File: src/rtl/bcd_hybrid_pkg.sv
package bcd_hybrid_pkg;
    localparam int DIG_W = 4;

    typedef enum logic {
        S_IDLE,
        S_DIGIT_LOOP
    } ctl_state_t;

    function automatic logic [DIG_W-1:0] nines(input logic [DIG_W-1:0] d);
        return 4'd9 - d;
    endfunction
endpackage

File: src/rtl/bcd_nondec_scan.sv
module bcd_nondec_scan
    import bcd_hybrid_pkg::*;
#(
    parameter int NDIG = 14
) (
    input  logic [NDIG*DIG_W-1:0] a,
    input  logic [NDIG*DIG_W-1:0] b,
    output logic                  found
);
    logic [NDIG-1:0] over;

    for (genvar i = 0; i < NDIG; i++) begin : g_dig
        assign over[i] = (a[i*DIG_W +: DIG_W] > 4'd9) || (b[i*DIG_W +: DIG_W] > 4'd9);
    end

    assign found = |over;
endmodule

File: src/rtl/bcd_par_add.sv
module bcd_par_add
    import bcd_hybrid_pkg::*;
#(
    parameter int NDIG = 14
) (
    input  logic [NDIG*DIG_W-1:0] a,
    input  logic [NDIG*DIG_W-1:0] b,
    input  logic                  cin,
    output logic [NDIG*DIG_W-1:0] sum,
    output logic                  cout
);
    localparam int W = NDIG * DIG_W;
    localparam logic [W-1:0] BIAS = {NDIG{4'h6}};

    logic [W:0]      raw;
    logic [NDIG-1:0] dcar;

    assign raw = {1'b0, a} + {1'b0, b} + {1'b0, BIAS} + {{W{1'b0}}, cin};

    for (genvar i = 0; i < NDIG; i++) begin : g_fix
        if (i < NDIG - 1) begin : g_mid
            // bias bit at a digit boundary is zero, so carry = raw ^ a ^ b
            assign dcar[i] = raw[i*DIG_W + DIG_W] ^ a[i*DIG_W + DIG_W] ^ b[i*DIG_W + DIG_W];
        end else begin : g_top
            assign dcar[i] = raw[W];
        end
        assign sum[i*DIG_W +: DIG_W] = dcar[i] ? raw[i*DIG_W +: DIG_W]
                                               : raw[i*DIG_W +: DIG_W] - 4'd6;
    end

    assign cout = raw[W];
endmodule

File: src/rtl/bcd_digit_step.sv
module bcd_digit_step
    import bcd_hybrid_pkg::*;
(
    input  logic [DIG_W-1:0] a,
    input  logic [DIG_W-1:0] b,
    input  logic             cin,
    output logic [DIG_W-1:0] d,
    output logic             cout
);
    logic [DIG_W:0] s;

    always_comb begin
        s = {1'b0, a} + {1'b0, b} + {4'd0, cin};
        if (s >= 5'd10) begin
            d    = 4'(s - 5'd10);
            cout = 1'b1;
        end else begin
            d    = s[DIG_W-1:0];
            cout = 1'b0;
        end
    end

    // decimal inputs must always give a decimal digit
    always_comb begin
        if (a <= 4'd9 && b <= 4'd9) begin
            assert_digit_decimal_R4: assert (d <= 4'd9);
        end
    end
endmodule

File: src/rtl/bcd_hybrid_adder.sv
module bcd_hybrid_adder
    import bcd_hybrid_pkg::*;
#(
    parameter int NDIG = 14
) (
    input  logic                  clk,
    input  logic                  rst_n,
    input  logic                  start,
    input  logic                  dec_mode,
    input  logic                  sub,
    input  logic                  cin,
    input  logic [NDIG*DIG_W-1:0] opa,
    input  logic [NDIG*DIG_W-1:0] opb,
    output logic                  busy,
    output logic                  done,
    output logic [NDIG*DIG_W-1:0] result,
    output logic                  cout
);
    localparam int W  = NDIG * DIG_W;
    localparam int IW = (NDIG > 1) ? $clog2(NDIG) : 1;
    localparam int LW = $clog2(NDIG + 1) + 1;

    ctl_state_t     st, st_nx;
    logic [IW-1:0]  idx;
    logic [W-1:0]   acc_a, acc_b;
    logic [W-5:0]   acc_r;
    logic           c_run;

    logic [W-1:0]   b_dec;
    logic           nondec, use_loop, accept, last_step;
    logic [W-1:0]   par_sum;
    logic           par_c;
    logic [W:0]     bin_full;
    logic [DIG_W-1:0] step_d;
    logic           step_c;
    logic [W-1:0]   loop_word;

    // operand B conditioning for decimal subtract
    for (genvar i = 0; i < NDIG; i++) begin : g_nine
        assign b_dec[i*DIG_W +: DIG_W] = sub ? nines(opb[i*DIG_W +: DIG_W])
                                             : opb[i*DIG_W +: DIG_W];
    end

    bcd_nondec_scan #(.NDIG(NDIG)) u_scan (
        .a(opa), .b(opb), .found(nondec)
    );

    bcd_par_add #(.NDIG(NDIG)) u_par (
        .a(opa), .b(b_dec), .cin(cin), .sum(par_sum), .cout(par_c)
    );

    bcd_digit_step u_step (
        .a(acc_a[DIG_W-1:0]), .b(acc_b[DIG_W-1:0]), .cin(c_run),
        .d(step_d), .cout(step_c)
    );

    assign bin_full  = {1'b0, opa} + {1'b0, sub ? ~opb : opb} + {{W{1'b0}}, cin};
    assign use_loop  = dec_mode & nondec;
    assign busy      = (st == S_DIGIT_LOOP);
    assign accept    = start & ~busy;
    assign last_step = (idx == IW'(NDIG - 1));
    assign loop_word = {step_d, acc_r};

    // state register
    always_ff @(posedge clk) begin
        if (!rst_n) st <= S_IDLE;
        else        st <= st_nx;
    end

    // next state
    always_comb begin
        st_nx = st;
        unique case (st)
            S_IDLE:       if (accept && use_loop) st_nx = S_DIGIT_LOOP;
            S_DIGIT_LOOP: if (last_step)          st_nx = S_IDLE;
        endcase
    end

    // datapath and outputs
    always_ff @(posedge clk) begin
        if (!rst_n) begin
            idx    <= '0;
            acc_a  <= '0;
            acc_b  <= '0;
            acc_r  <= '0;
            c_run  <= 1'b0;
            result <= '0;
            cout   <= 1'b0;
            done   <= 1'b0;
        end else begin
            done <= 1'b0;
            unique case (st)
                S_IDLE: begin
                    if (accept) begin
                        if (use_loop) begin
                            acc_a <= opa;
                            acc_b <= b_dec;
                            c_run <= cin;
                            idx   <= '0;
                        end else begin
                            result <= dec_mode ? par_sum : bin_full[W-1:0];
                            cout   <= dec_mode ? par_c   : bin_full[W];
                            done   <= 1'b1;
                        end
                    end
                end
                S_DIGIT_LOOP: begin
                    acc_a <= acc_a >> DIG_W;
                    acc_b <= acc_b >> DIG_W;
                    acc_r <= loop_word[W-1:DIG_W];
                    c_run <= step_c;
                    idx   <= idx + 1'b1;
                    if (last_step) begin
                        result <= loop_word;
                        cout   <= step_c;
                        done   <= 1'b1;
                    end
                end
            endcase
        end
    end

    // ---------------- assertions ----------------
    logic [LW-1:0] run_len;
    always_ff @(posedge clk) begin
        if (!rst_n)    run_len <= '0;
        else if (busy) run_len <= run_len + 1'b1;
        else           run_len <= '0;
    end

    assert_fast_done_R6: assert property (@(posedge clk) disable iff (!rst_n)
        (start && !busy && dec_mode && !nondec) |=> (done && !busy));
    assert_bin_no_loop_R2: assert property (@(posedge clk) disable iff (!rst_n)
        (start && !busy && !dec_mode) |=> (done && !busy));
    assert_fallback_R7: assert property (@(posedge clk) disable iff (!rst_n)
        (start && !busy && dec_mode && nondec) |=> (busy && !done));
    assert_loop_len_R7: assert property (@(posedge clk) disable iff (!rst_n)
        $fell(busy) |-> (done && run_len == LW'(NDIG)));
    assert_no_done_mid_R8: assert property (@(posedge clk) disable iff (!rst_n)
        busy |-> !done);
    assert_hold_R9: assert property (@(posedge clk) disable iff (!rst_n)
        !done |-> ($stable(result) && $stable(cout)));
endmodule

File: config.mk
export PLATFORM = sky130hd
export DESIGN_NAME = bcd_hybrid_adder
export DESIGN_NICKNAME = d
export VERILOG_FILES = /design/src/rtl/bcd_hybrid_pkg.sv /design/src/rtl/bcd_nondec_scan.sv /design/src/rtl/bcd_par_add.sv /design/src/rtl/bcd_digit_step.sv /design/src/rtl/bcd_hybrid_adder.sv
export SDC_FILE = /design/constraint.sdc
export NUM_CORES = 1
export LEC_CHECK = 0
export BUFFER_PORTS_ARGS = -buffer_cell sky130_fd_sc_hd__buf_2
export CAP_MARGIN = 20
export CORE_MARGIN = 2
export CORE_UTILIZATION = 60
export CTS_CLUSTER_SIZE = 28
export DETAILED_ROUTE_END_ITERATION = 6
export PLACE_DENSITY = 0.86
export RECOVER_POWER = 50
export SYNTH_ARGS = -nofsm -noshare
export SYNTH_HDL_FRONTEND = slang
export SYNTH_HIERARCHICAL = 1
export SYNTH_SLANG_ARGS = --single-unit
export TNS_END_PERCENT = 20
File: constraint.sdc
create_clock -name clk -period 11.89 [get_ports clk]
set_input_delay 0.5945 -clock clk [delete_from_list [all_inputs] [get_ports clk]]
set_output_delay 0.5945 -clock clk [all_outputs]
set_load 0.005 [all_outputs]
# Word level (Yosys, flattened, before mapping)
# Index checks and enable logic that the tools add are counted.
dict set report classes {
  reduce_logical 18
  n_shift 0
  eq_ne 5
  add_sub_neg 37
  multipliers 0
  magnitude_cmp 29
  div 0
  n_bitwise 30
  mux 60
}
# operator count
set op_table {}
lappend op_table {{two-way mux 56 bit} 9}
lappend op_table {{case mux 56 bit (2 select lines)} 3}
lappend op_table {{two-way mux 4 bit} 31}
lappend op_table {{adder 56 x 56 -> 57 bit} 2}
lappend op_table {{adder 57 x 1 -> 57 bit} 2}
lappend op_table {{greater-than comparator 4 bit, second input constant} 28}
lappend op_table {{adder 57 x 55 -> 57 bit, second input constant} 1}
lappend op_table {{NOT 56 bit} 1}
lappend op_table {{subtractor 4 x 3 -> 4 bit, second input constant} 14}
lappend op_table {{subtractor 4 bit, first input constant} 14}
lappend op_table {{XOR 1 bit} 26}
lappend op_table {{logical OR 1 bit} 14}
lappend op_table {{OR reduction 14 bit} 1}
lappend op_table {{two-way mux 1 bit} 12}
lappend op_table {{case mux 1 bit (2 select lines)} 4}
lappend op_table {{case mux 4 bit (2 select lines)} 1}
lappend op_table {{!= test 2 bit, second input constant} 3}
lappend op_table {{adder 4 x 4 -> 5 bit} 1}
lappend op_table {{adder 5 x 1 -> 5 bit} 1}
lappend op_table {{greater-or-equal comparator 5 x 4 -> 1 bit, second input constant} 1}
lappend op_table {{adder 4 x 1 -> 4 bit, second input constant} 1}
lappend op_table {{equality test 4 bit, second input constant} 1}
lappend op_table {{subtractor 4 bit, second input constant} 1}
lappend op_table {{AND reduction 3 bit} 1}
lappend op_table {{other kinds (5)} 6}
dict set report totals {
  input_bits 118
  elab_cells 188
  mem_count 0
  latch_bits 0
  out_inout_bits 59
  mem_bits_rw 0
  reg_bits 228
  rom_bits 0
}

# Longest topological paths before layout
dict set report logic_depth {
  ltp_word 12
  depth_mapped 29
  depth_no_buf 28
}

# Hierarchy
# Netlist, hierarchy kept.
# module area_per_inst_um2 instances cells_each
set by_module_without_submodules {}
lappend by_module_without_submodules {bcd_hybrid_adder 14562.7 1 1901}
lappend by_module_without_submodules {bcd_par_add 5383.9 1 755}
lappend by_module_without_submodules {bcd_digit_step 327.8 1 43}
lappend by_module_without_submodules {bcd_nondec_scan 202.7 1 38}

# Worst setup path before layout
# OpenSTA, ideal clock, no wires.
dict set report synth_timing {
  path_kind {input port to flip-flop}
  startpoint {in sub}
  endpoint {reg result[55]}
  arrival_ps 5187
  setup_slack_ps 6634
  stages 24
  t_required_ps 11820
  setup_ps 70
  path_buffers 2
  path_cell_list {clkbuf_1 -> clkbuf_1 -> xor2_1 -> ha_1 -> ha_1 -> o21ai_0 -> o211ai_1 -> a41oi_1 -> o21ai_1 -> a221o_1 -> a31oi_4 -> o21ai_1 -> o21ai_1 -> xnor2_1 -> ha_1 -> or4_1 -> o311ai_0 -> a21oi_1 -> nand2_1 -> xnor2_1 -> o21ai_0 -> nor2_1 -> o21ai_0 -> a21oi_1}
}
dict set report synth_via {
  elab_chain_len 10
}
# element line_no
set synth_rtl {}
lappend synth_rtl {{start: declaration} bcd_hybrid_adder.sv:10} ;# input logic sub,
lappend synth_rtl {{two-way mux 4 bit *} bcd_hybrid_adder.sv:40} ;# assign b_dec[i*DIG_W +: DIG_W] = sub ? nines(opb[i*DIG_W +: DIG_W])
lappend synth_rtl {{named net b_dec[4]} bcd_hybrid_adder.sv:29} ;# logic [W-1:0] b_dec;
lappend synth_rtl {{adder 56 x 56 -> 57 bit *} bcd_par_add.sv:18} ;# assign raw = {1'b0, a} + {1'b0, b} + {1'b0, BIAS} + {{W{1'b0}}, cin};
lappend synth_rtl {{adder 57 x 55 -> 57 bit *} bcd_par_add.sv:18}
lappend synth_rtl {{adder 57 x 1 -> 57 bit *} bcd_par_add.sv:18}
lappend synth_rtl {{subtractor 4 x 3 -> 4 bit} bcd_par_add.sv:28} ;# : raw[i*DIG_W +: DIG_W] - 4'd6;
lappend synth_rtl {{two-way mux 4 bit *} bcd_par_add.sv:27} ;# assign sum[i*DIG_W +: DIG_W] = dcar[i] ? raw[i*DIG_W +: DIG_W]
lappend synth_rtl {{named net par_sum[55]} bcd_hybrid_adder.sv:31} ;# logic [W-1:0] par_sum;
lappend synth_rtl {{two-way mux 56 bit *} bcd_hybrid_adder.sv:101} ;# result <= dec_mode ? par_sum : bin_full[W-1:0];
lappend synth_rtl {{two-way mux 56 bit *} bcd_hybrid_adder.sv:95} ;# if (use_loop) begin
lappend synth_rtl {{two-way mux 56 bit *} bcd_hybrid_adder.sv:94} ;# if (accept) begin
lappend synth_rtl {{case mux 56 bit (2 select lines) *} bcd_hybrid_adder.sv:92} ;# unique case (st)
lappend synth_rtl {{end signal: assignment} bcd_hybrid_adder.sv:101}
lappend synth_rtl {{end signal: assignment} bcd_hybrid_adder.sv:114} ;# result <= loop_word;
lappend synth_rtl {{end: declaration} bcd_hybrid_adder.sv:16} ;# output logic [NDIG*DIG_W-1:0] result,
# The timed path passes the listed nets; every way through them passes the cells marked *. The select of a mux whose other input is x is not followed.
# A chain may end at the register's enable or synchronous reset.

# Final worst setup path
dict set report layout_timing {
  startpoint {reg st, in the netlist busy}
  endpoint {reg result[24]}
}
dict set report layout_via {
  elab_chain_len 4
}
# element line_no
set layout_rtl {}
lappend layout_rtl {{start: declaration} bcd_hybrid_adder.sv:23} ;# ctl_state_t st, st_nx;
lappend layout_rtl {{start signal: assignment} bcd_hybrid_adder.sv:67} ;# else st <= st_nx;
lappend layout_rtl {{NOT 1 bit} n/a}
lappend layout_rtl {{AND 1 bit} bcd_hybrid_adder.sv:60} ;# assign accept = start & ~busy;
lappend layout_rtl {{!= test 2 bit (no line)} n/a}
lappend layout_rtl {{AND reduction 3 bit (no line)} n/a}
# Several ways; a longest one is shown, not always the timed one.

==> results.toml <==
[route]
vias_per_cell = 6.38
wl_um = 72400
drcViolationCount = 0
drt-initial-drc-count = 2244
drt-pass1-iter-count = 6
route.vias.total = 20800
drt.antenna.violating_nets = 0
wire_per_inst_um = 22.2

[logic_synthesis]
synth-simple-area-share_pct = 19.4
synthFlopType = "dfxtp_1"
synth_top_family_by_area = "compound AO/OA/AOI/OAI gates"
syn_area_um2 = 20500
synth_compound_gate_area_share_pct = 24.8
synth_seq_cells = 228
synth_edf_count = 0
netlist_instances = 2737
ys_types = 98
synth_fa_ha_area_share_pct = 12.7
yosys_warnings = 6
synth_area_per_cell_um2 = 7.48
yosysSeqAreaShare_pct = 22.3
syn_nets = 3060
async_flop_share_pct = 0
synth.area.mux_share_pct = 4.26
synth_xor_area_share_pct = 9.90

[timing]
skew_ps = 16.5
rsz0062_at_grt = "false"
tns_ps = 0
worst_pin_slew_ps = 4380
fin_crit_sh_pct = 64.2
setup_violations = 0
slew_violations = 330
slew_headroom_pct = -192
hold_viol = 0
post-route-min-period_ps = 7630
clock.fmax_mhz = 131
setup_slack_ps = 4260

[min_path]
hold_end = "acc_b[53]"
hold_path_class = "in -> reg"
holdPathStages = 3
min_from = "opb[53]"

[critical_path]
cp-start-kind = "register"
ff2ff_path_depth = 6
critPathKind = "reg -> reg"
timing.rr.start = "busy"
critPathCaptureType = "register"
crit_start = "busy"
crit_fanout = 107
rr_endpoint = "result[24]"
cp.arrival_ps = 8140
required_ps = 12400
r2r_setup_slack_ps = 4260

[floorplan]
pin_count = 177
core_um2 = 33500
dieArea_um2 = 35600
std_cell_rows = 67
die_h_um = 189
die_x_um = 189
start_util_pct = 61.1

[clocking]
cts_buffers = 25
clk_latency_ps = 580
cts_resized = 0
htreeDepth = 1
cts_tree = "yes"
clockBufferDepth = 3
clkTransAtPathRegs_ps = 70
numClockSinks = 228
post_cts_buffers = 0
cts_root_buffer = "clkbuf_16"
hold_buffers = 0

[pwr]
power_frac_comb_pct = 48.6
switching_share_pct = 42.3
switchingPower_mw = 1.36
cellPowerDensity_nw_per_um2 = 145
seqPwrFrac_pct = 26.2
ir_worst_vdd_mv = 0.126
p_clk_share_pct = 25.2
p_leak_nw = 9.64
p_int_mw = 1.86

[cells_and_area]
fin_util_pct = 66.3
drive_above_1_share_pct = 9.27
nNetsFinal = 3122
antenna_cells = 0
layout_common_cells = "nand2_1, a21oi_1, dfxtp_1, ha_1, inv_1"
synthToLayoutAreaGrowth_pct = 8.60
final_common_cell = "nand2_1"

[global_route]
grt_pass1_vias = 19400
antenna_found_initial = 2
grt_usage_pct = 39.6
grt_overflow = 0
grt_pass1_wl_um = 111000
grt_max_degree = 108

[outcome]
outcome = "finished with violations"
failed_checks = "max-capacitance violations, max-slew violations"

[run]
drv_cap = 5

[place]
post-place-ws_ps = 5300
place_hpwl_um = 55200
io_buffers = 176
globalplace.congestion = 1.01
cell families after synthesis:
logic type                 count (synthesis)
buffers and inverters                    349
adders and majority gates                205
xor gates and xnor gates                 227
DFF                                      228
and+or+nand+nor                          826
AOI/OAI and AO/OA                        817
muxes                                     85
sequential cells by signal (all words and copies together) (netlist names), 4 cells and up:
register  flops
acc_a        56
result       56
acc_b        56
idx           4
acc_r        52
synthesized netlist by cell type (all sizes together) (12+ instances only):
cell | n | area (um2)
xor2 | 123 | 1100
dfxtp | 228 | 4560
a21oi | 302 | 1520
buf | 27 | 128
clkbuf | 128 | 484
nor2 | 88 | 333
nor2b | 126 | 788
a21o | 69 | 519
nor3 | 22 | 115
ha | 199 | 2490
a31oi | 21 | 146
nand4 | 34 | 213
xnor2 | 103 | 910
o211ai | 46 | 350
o21a | 12 | 90.1
o21ai | 202 | 1020
inv | 194 | 728
nand2 | 385 | 1450
and2 | 48 | 300
nand3 | 35 | 180
a21boi | 34 | 255
a211oi | 17 | 143
mux2i | 71 | 711
or3 | 13 | 81.3
nand2b | 32 | 200
and3 | 18 | 113
mux2 | 14 | 161
o21bai | 21 | 169
critical path, stage by stage, from the launching register on:
cell,delay [ps]
dfxtp_1,2410
clkbuf_1,3210
buf_4,1170
a21oi_1,100
o21ai_1,270
o2111ai_1,160
nand2_1,130
final cells by class:
class | instances | area, um2
Clock buffer | 32 | 733
Clock inverter | 12 | 110
Fill cell | 2924 | 11300
Inverter | 194 | 728
Multi-Input combinational cell | 2160 | 14600
Sequential cell | 228 | 4560
Tap cell | 448 | 561
Timing Repair Buffer | 190 | 943
power groups by stage:
stage	Combinational (mW)	Sequential [mW]	Clock, mW
after floorplan	1.06	0.843	0
after global placement	1.47	0.856	0
after detailed placement	1.49	0.858	0
after CTS	1.51	0.842	0.812
after global routing	1.68	0.846	0.837
final	1.57	0.844	0.812
worst max-delay path by stage:
| stage | endpoint | slack [ps] | depth (start not counted) |
|---|---|---|---|
| after floorplan | result[55] | 6630 | 24 |
| after global placement | result[55] | 5470 | 25 |
| after detailed placement | result[55] | 5300 | 25 |
| after CTS | result[55] | 5870 | 25 |
| after global routing | result[24] | 3790 | 6 |
| final | result[24] | 4260 | 6 |
stage by stage:
stage                     std cells  power (mW)  hold slack [ps]  cell area, um2
final                          3264        3.22              315           22200
after global routing           3264        3.36              333           22200
after CTS                      3263        3.16              303           22300
after detailed placement       3219        2.35              454           21400
after global placement         3219        2.33              433           21400
after floorplan                2737        1.90              436           20500
layer usage:
metal  vias to the layer above  global-route usage (%)  share of wire (%)
met5                         -                       0              0.018
met4                         2                    10.4                3.2
met3                       191                    8.23                 11
met2                      1152                    59.1                 42
met1                      9869                    57.8                 45
li1                       9612                       -                  -
Note: power is estimated with default switching activity, not from simulation.
